`src/rtl/vrg_pkg.sv`:
```
package vrg_pkg;
    typedef enum logic [1:0] {
        REQ_NONE = 2'd0,
        REQ_LOW  = 2'd1,
        REQ_HIGH = 2'd2
    } req_class_e;
endpackage

```
`src/rtl/vrg_arr_tally.sv`:
```
module vrg_arr_tally #(
    parameter int N_MOD = 4,
    parameter int IDX_W = 2,
    parameter int TAL_W = 3
) (
    input  logic [N_MOD-1:0]       arr_vld,
    input  logic [N_MOD*IDX_W-1:0] arr_dest,
    output logic [N_MOD*TAL_W-1:0] tally
);
    for (genvar d = 0; d < N_MOD; d++) begin : g_dest
        logic [TAL_W-1:0] cnt_d;
        always_comb begin
            cnt_d = '0;
            for (int p = 0; p < N_MOD; p++) begin
                if (arr_vld[p] && (arr_dest[p*IDX_W +: IDX_W] == IDX_W'(d))) begin
                    cnt_d = cnt_d + TAL_W'(1);
                end
            end
        end
        assign tally[d*TAL_W +: TAL_W] = cnt_d;
    end
endmodule

```
`src/rtl/vrg_occ_slice.sv`:
```
module vrg_occ_slice #(
    parameter int N_MOD = 4,
    parameter int CNT_W = 5,
    parameter int DEP_W = 3,
    parameter int TAL_W = 3
) (
    input  logic             clk,
    input  logic             rst_n,
    input  logic [TAL_W-1:0] arrivals,
    input  logic             bulk_hit,
    output logic [CNT_W-1:0] occ,
    output logic [DEP_W-1:0] dep
);
    localparam int SW = CNT_W + 1;
    localparam logic [SW-1:0] CNT_MAX = SW'((1 << CNT_W) - 1);
    localparam logic [CNT_W-1:0] BATCH = CNT_W'(N_MOD);

    typedef struct packed {
        logic [CNT_W-1:0] occ;
    } slice_st_t;

    slice_st_t st_q, st_d;
    logic [DEP_W-1:0] dep_c;
    logic [SW-1:0]    rem_c, sum_c;

    always_comb begin
        st_d = st_q;
        if (st_q.occ == '0) begin
            dep_c = '0;
        end else if (bulk_hit) begin
            dep_c = (st_q.occ < BATCH) ? DEP_W'(st_q.occ) : DEP_W'(N_MOD);
        end else begin
            dep_c = DEP_W'(1);
        end
        rem_c = {1'b0, st_q.occ} - SW'(dep_c);
        sum_c = rem_c + SW'(arrivals);
        st_d.occ = (sum_c > CNT_MAX) ? CNT_MAX[CNT_W-1:0] : sum_c[CNT_W-1:0];
    end

    always_ff @(posedge clk) begin
        if (!rst_n) begin
            st_q <= '0;
        end else begin
            st_q <= st_d;
        end
    end

    assign occ = st_q.occ;
    assign dep = dep_c;
endmodule

```
`src/rtl/vrg_req_build.sv`:
```
module vrg_req_build
    import vrg_pkg::*;
#(
    parameter int N_MOD  = 4,
    parameter int K_MULT = 2,
    parameter int CNT_W  = 5,
    parameter int IDX_W  = 2
) (
    input  logic [N_MOD*CNT_W-1:0] occ_flat,
    input  logic                   grant_vld,
    input  logic [IDX_W-1:0]       grant_dest,
    output logic                   req_valid,
    output logic [N_MOD:0]         req_vec,
    output logic [N_MOD-1:0]       bulk_hit
);
    localparam logic [CNT_W-1:0] LO_THR = CNT_W'(N_MOD);
    localparam logic [CNT_W-1:0] HI_THR = CNT_W'(K_MULT * N_MOD);

    logic [N_MOD-1:0] elig, urgent;
    req_class_e       cls;

    for (genvar j = 0; j < N_MOD; j++) begin : g_cmp
        assign elig[j]   = occ_flat[j*CNT_W +: CNT_W] >= LO_THR;
        assign urgent[j] = occ_flat[j*CNT_W +: CNT_W] >= HI_THR;
    end

    always_comb begin
        if (|urgent)    cls = REQ_HIGH;
        else if (|elig) cls = REQ_LOW;
        else            cls = REQ_NONE;
        case (cls)
            REQ_HIGH: req_vec = {urgent, 1'b1};
            REQ_LOW:  req_vec = {elig, 1'b0};
            default:  req_vec = '0;
        endcase
        req_valid = (cls != REQ_NONE);
    end

    for (genvar j = 0; j < N_MOD; j++) begin : g_hit
        assign bulk_hit[j] = grant_vld && (grant_dest == IDX_W'(j)) && req_vec[j+1];
    end
endmodule

```
`src/rtl/vomq_req_gen.sv`:
```
module vomq_req_gen #(
    parameter int N_MOD  = 4,
    parameter int K_MULT = 2,
    parameter int CNT_W  = 5,
    parameter int IDX_W  = (N_MOD > 1) ? $clog2(N_MOD) : 1,
    parameter int DEP_W  = $clog2(N_MOD + 1)
) (
    input  logic                   clk,
    input  logic                   rst_n,
    input  logic [N_MOD-1:0]       arr_vld,
    input  logic [N_MOD*IDX_W-1:0] arr_dest,
    input  logic                   grant_vld,
    input  logic [IDX_W-1:0]       grant_dest,
    output logic                   req_valid,
    output logic [N_MOD:0]         req_vec,
    output logic [N_MOD*DEP_W-1:0] dep_cnt
);
    localparam int TAL_W = $clog2(N_MOD + 1);

    logic [N_MOD*TAL_W-1:0] tally;
    logic [N_MOD*CNT_W-1:0] occ_flat;
    logic [N_MOD-1:0]       bulk_hit;

    vrg_arr_tally #(.N_MOD(N_MOD), .IDX_W(IDX_W), .TAL_W(TAL_W)) tally_i (
        .arr_vld (arr_vld),
        .arr_dest(arr_dest),
        .tally   (tally)
    );

    for (genvar j = 0; j < N_MOD; j++) begin : g_q
        vrg_occ_slice #(.N_MOD(N_MOD), .CNT_W(CNT_W), .DEP_W(DEP_W), .TAL_W(TAL_W)) slice_i (
            .clk     (clk),
            .rst_n   (rst_n),
            .arrivals(tally[j*TAL_W +: TAL_W]),
            .bulk_hit(bulk_hit[j]),
            .occ     (occ_flat[j*CNT_W +: CNT_W]),
            .dep     (dep_cnt[j*DEP_W +: DEP_W])
        );
    end

    vrg_req_build #(.N_MOD(N_MOD), .K_MULT(K_MULT), .CNT_W(CNT_W), .IDX_W(IDX_W)) build_i (
        .occ_flat  (occ_flat),
        .grant_vld (grant_vld),
        .grant_dest(grant_dest),
        .req_valid (req_valid),
        .req_vec   (req_vec),
        .bulk_hit  (bulk_hit)
    );
endmodule

```
`config.mk`:
```
export PLATFORM = sky130hd
export DESIGN_NAME = vomq_req_gen
export DESIGN_NICKNAME = d
export VERILOG_FILES = /design/src/rtl/vrg_pkg.sv /design/src/rtl/vrg_arr_tally.sv /design/src/rtl/vrg_occ_slice.sv /design/src/rtl/vrg_req_build.sv /design/src/rtl/vomq_req_gen.sv
export SDC_FILE = /design/constraint.sdc
export NUM_CORES = 1
export LEC_CHECK = 0
export BUFFER_PORTS_ARGS = -buffer_cell sky130_fd_sc_hd__buf_2
export CORE_MARGIN = 2
export CORE_UTILIZATION = 40
export DETAILED_ROUTE_END_ITERATION = 16
export SYNTH_ARGS = -nofsm -noshare
export SYNTH_HDL_FRONTEND = slang
export SYNTH_SLANG_ARGS = --single-unit
export TNS_END_PERCENT = 20
```
`constraint.sdc`:
```
create_clock -name clk -period 5 [get_ports clk]
set_input_delay 1 -clock clk [delete_from_list [all_inputs] [get_ports clk]]
set_output_delay 1 -clock clk [all_outputs]
set_load 0.01 [all_outputs]
```
==> reports/results.tsv <==
metric	value	unit
io_buffer_count	30	
nNetsFinal	425	
fp.coreArea	6350	um^2
yosys_most_used_dff	dfxtp_1	
numCtsBuffers	3	
cp_slowest_cell	or3b_2	
hold_path.class	register to register	
cp_cell_sequence	buf_2, or3b_2, inv_1, ha_1, xor2_1, ha_1, mux2_2, fa_1, ha_1, a21o_1, a31o_2, nor3_1, a21oi_1, o311a_1	
gp_routability_congestion	0.802	
die_y	85.1	um
largest_reg_flops	20	
grt_max_degree	13	
area_growth	10.6	%
yosysSeqAreaShare	15.2	%
critPathLaunchType	input port	
grt_pass1_vias	2109	
cts_buffer_depth	2	
wirelength	5380	um
hold_depth	2	
firstDrtPassIters	4	
r2r-end	g_q[0].slice_i.occ[4]$_SDFF_PN0_	
max_freq	232	MHz
worstHoldStart	g_q[2].slice_i.occ[4]$_SDFF_PN0_	
final_cell_mix	inv_1 (47), ha_1 (40), buf_2 (30), a21oi_1 (29), nor2_1 (23)	
grt_setup_unrepaired	no	
crit_required	5.16	ns
timing.final.max_slew_violations	0	
cts-root-buf	clkbuf_8	
antenna_left	0	
ys_ff_latch	20	
placedCellCount	428	
initial_core_util	41.4	%
cts_sinks	20	
rr_worst_depth	13	
wl_per_cell	12.5	um
cts_tree	yes	
rows	29	
ys_types	49	
setup-tns-final	0	ns
cts_max_level	1	
finalNonFillerCells	432	
cp.arrival	4.47	ns
critPathMaxStageDelay	0.50	ns
crit_path_end_kind	register	
drcViolationCount	0	
design.die.area	7240	um^2
drive_above_1_share	14.1	%
grt_first_pass_wirelength	9540	um
synth_edf_count	0	
dpl.hpwl	4590	um
p_leak	0.00140	uW
drt_iter0_drc	53	
ioPinCount	35	
post_cts_resized	0	
hold_violations	0	
vias	2165	
crit_type	input port to register	
holdPathEnd	g_q[2].slice_i.occ[3]$_SDFF_PN0_	
rr_startpoint	g_q[2].slice_i.occ[4]$_SDFF_PN0_	
cp_max_fo	4	
viasPerCell	5.01	
die_x	85.1	um
async_flop_share	0	%
reg2reg_slack	1.35	ns
post_cts_buffers	0	
fin_crit_sh	86.2	%
cts_hold_buf	0	
num_antenna_cells	0	
synthesis.instances	323	
clk_latency	0.27	ns
ir_drop	305	uV
syn_area	2630	um^2
fin_crit	4.31	ns
antenna_found_initial	0	
final_common_cell	inv_1	
overflow	0	
status	finished clean	
finClkSkew	0.00536	ns
power.density	659	nW/um^2
yosysWarningCount	0	
maxCapViolCount	0	
clkTransAtPathRegs	0.08	ns
crit_top_cell	ha_1	
synth_area_per_cell	8.15	um^2
hold_slack	0.597	ns
fillCellCount	667	
grtUsageTotal	15.9	%
setup_violations	0	
per-stage QoR:
stage | area, um^2 | utilization (%) | total power, uW | setup slack [ns]
after floorplan | 2650 | - | 1500 | 0.694
after global placement | 2850 | 44.9 | 1770 | 0.463
after detailed placement | 2850 | 44.9 | 1780 | 0.409
after CTS | 2910 | 45.8 | 1920 | 0.673
after global routing | 2910 | 45.8 | 2150 | 0.475
final | 2910 | 45.8 | 1920 | 0.689
where the power goes:
part | total, uW | internal [uW] | switching (uW)
Combinational | 1450 | 651 | 795
Sequential | 341 | 248 | 93.4
Clock | 129 | 70.3 | 59.1
synthesized netlist by cell type (2+ instances only):
cell type / instances / share of area, %
a31oi_1: 3 / 0.71
nor4_2: 2 / 0.95
nand3_1: 8 / 1.5
dfxtp_1: 20 / 15
o21a_1: 6 / 1.7
conb_1: 2 / 0.29
nor3_1: 4 / 0.76
mux2_2: 3 / 1.3
o21bai_1: 2 / 0.57
or4_1: 4 / 1.1
nand3b_1: 6 / 1.7
nand4_1: 2 / 0.48
o21ai_0: 12 / 2.3
inv_1: 47 / 6.7
a21oi_1: 29 / 5.5
xnor2_1: 16 / 5.3
a21oi_2: 4 / 1.3
xor2_1: 12 / 4.0
a21o_1: 8 / 2.3
nor2_1: 23 / 3.3
buf_4: 4 / 1.1
nand4b_1: 2 / 0.67
nor3b_1: 3 / 0.86
nor2b_1: 5 / 1.2
ha_1: 40 / 19
a211oi_1: 2 / 0.57
o311a_1: 2 / 0.76
nand2_1: 16 / 2.3
fa_1: 12 / 9.1
mux2i_1: 2 / 0.76
or2_2: 2 / 0.48
clkbuf_1: 3 / 0.43
critical path, delay by kind of cell:
kind | cells | cell delay (ns)
AO/OA/AOI/OAI | 4 | 0.78
XOR/XNOR | 1 | 0.25
adder cells (fa/ha/maj) | 4 | 1.32
buffers and inverters | 2 | 0.19
multiplexers | 1 | 0.27
AND/OR/NAND/NOR | 2 | 0.67
area by class of cell:
class	instances	area (um^2)	area share, %
clock buffer	4	55.1	1.89
inverter	47	176	6.06
multi-input combinational	254	2030	69.8
sequential	20	400	13.8
tap	77	96.3	3.31
timing repair buffer	30	150	5.16
per-layer routing:
| layer | part of all wire (%) | track usage [%] |
|---|---|---|
| met5 | 0 | 0 |
| met4 | 0.80 | 3.03 |
| met3 | 3.0 | 1.65 |
| met2 | 44 | 25.6 |
| met1 | 53 | 23.3 |
worst max path at each step:
stage,start,to,slack (ns)
after floorplan,arr_dest[3],g_q[0].slice_i.occ[4]$_SDFF_PN0_,0.69
after global placement,arr_dest[3],g_q[0].slice_i.occ[4]$_SDFF_PN0_,0.46
after detailed placement,arr_dest[3],g_q[0].slice_i.occ[4]$_SDFF_PN0_,0.41
after CTS,arr_dest[3],g_q[0].slice_i.occ[4]$_SDFF_PN0_,0.67
after global routing,arr_dest[3],g_q[0].slice_i.occ[4]$_SDFF_PN0_,0.47
final,arr_dest[3],g_q[0].slice_i.occ[4]$_SDFF_PN0_,0.69
logic make-up (layout without fill, tap and decap cells):
logic type      count (synthesis)  count (layout)  synth area share [%]
compound gates                 76              76                  18.8
xor+xnor                       28              28                  9.32
fa+ha+maj                      52              52                  28.2
buf+inv                        55              81                  8.46
flops                          20              20                  15.2
mux                             5               5                  2.04
other cells                     2               8                 0.285
simple gates                   85              85                  17.7
No activity file was read; power rests on OpenSTA's default activity.
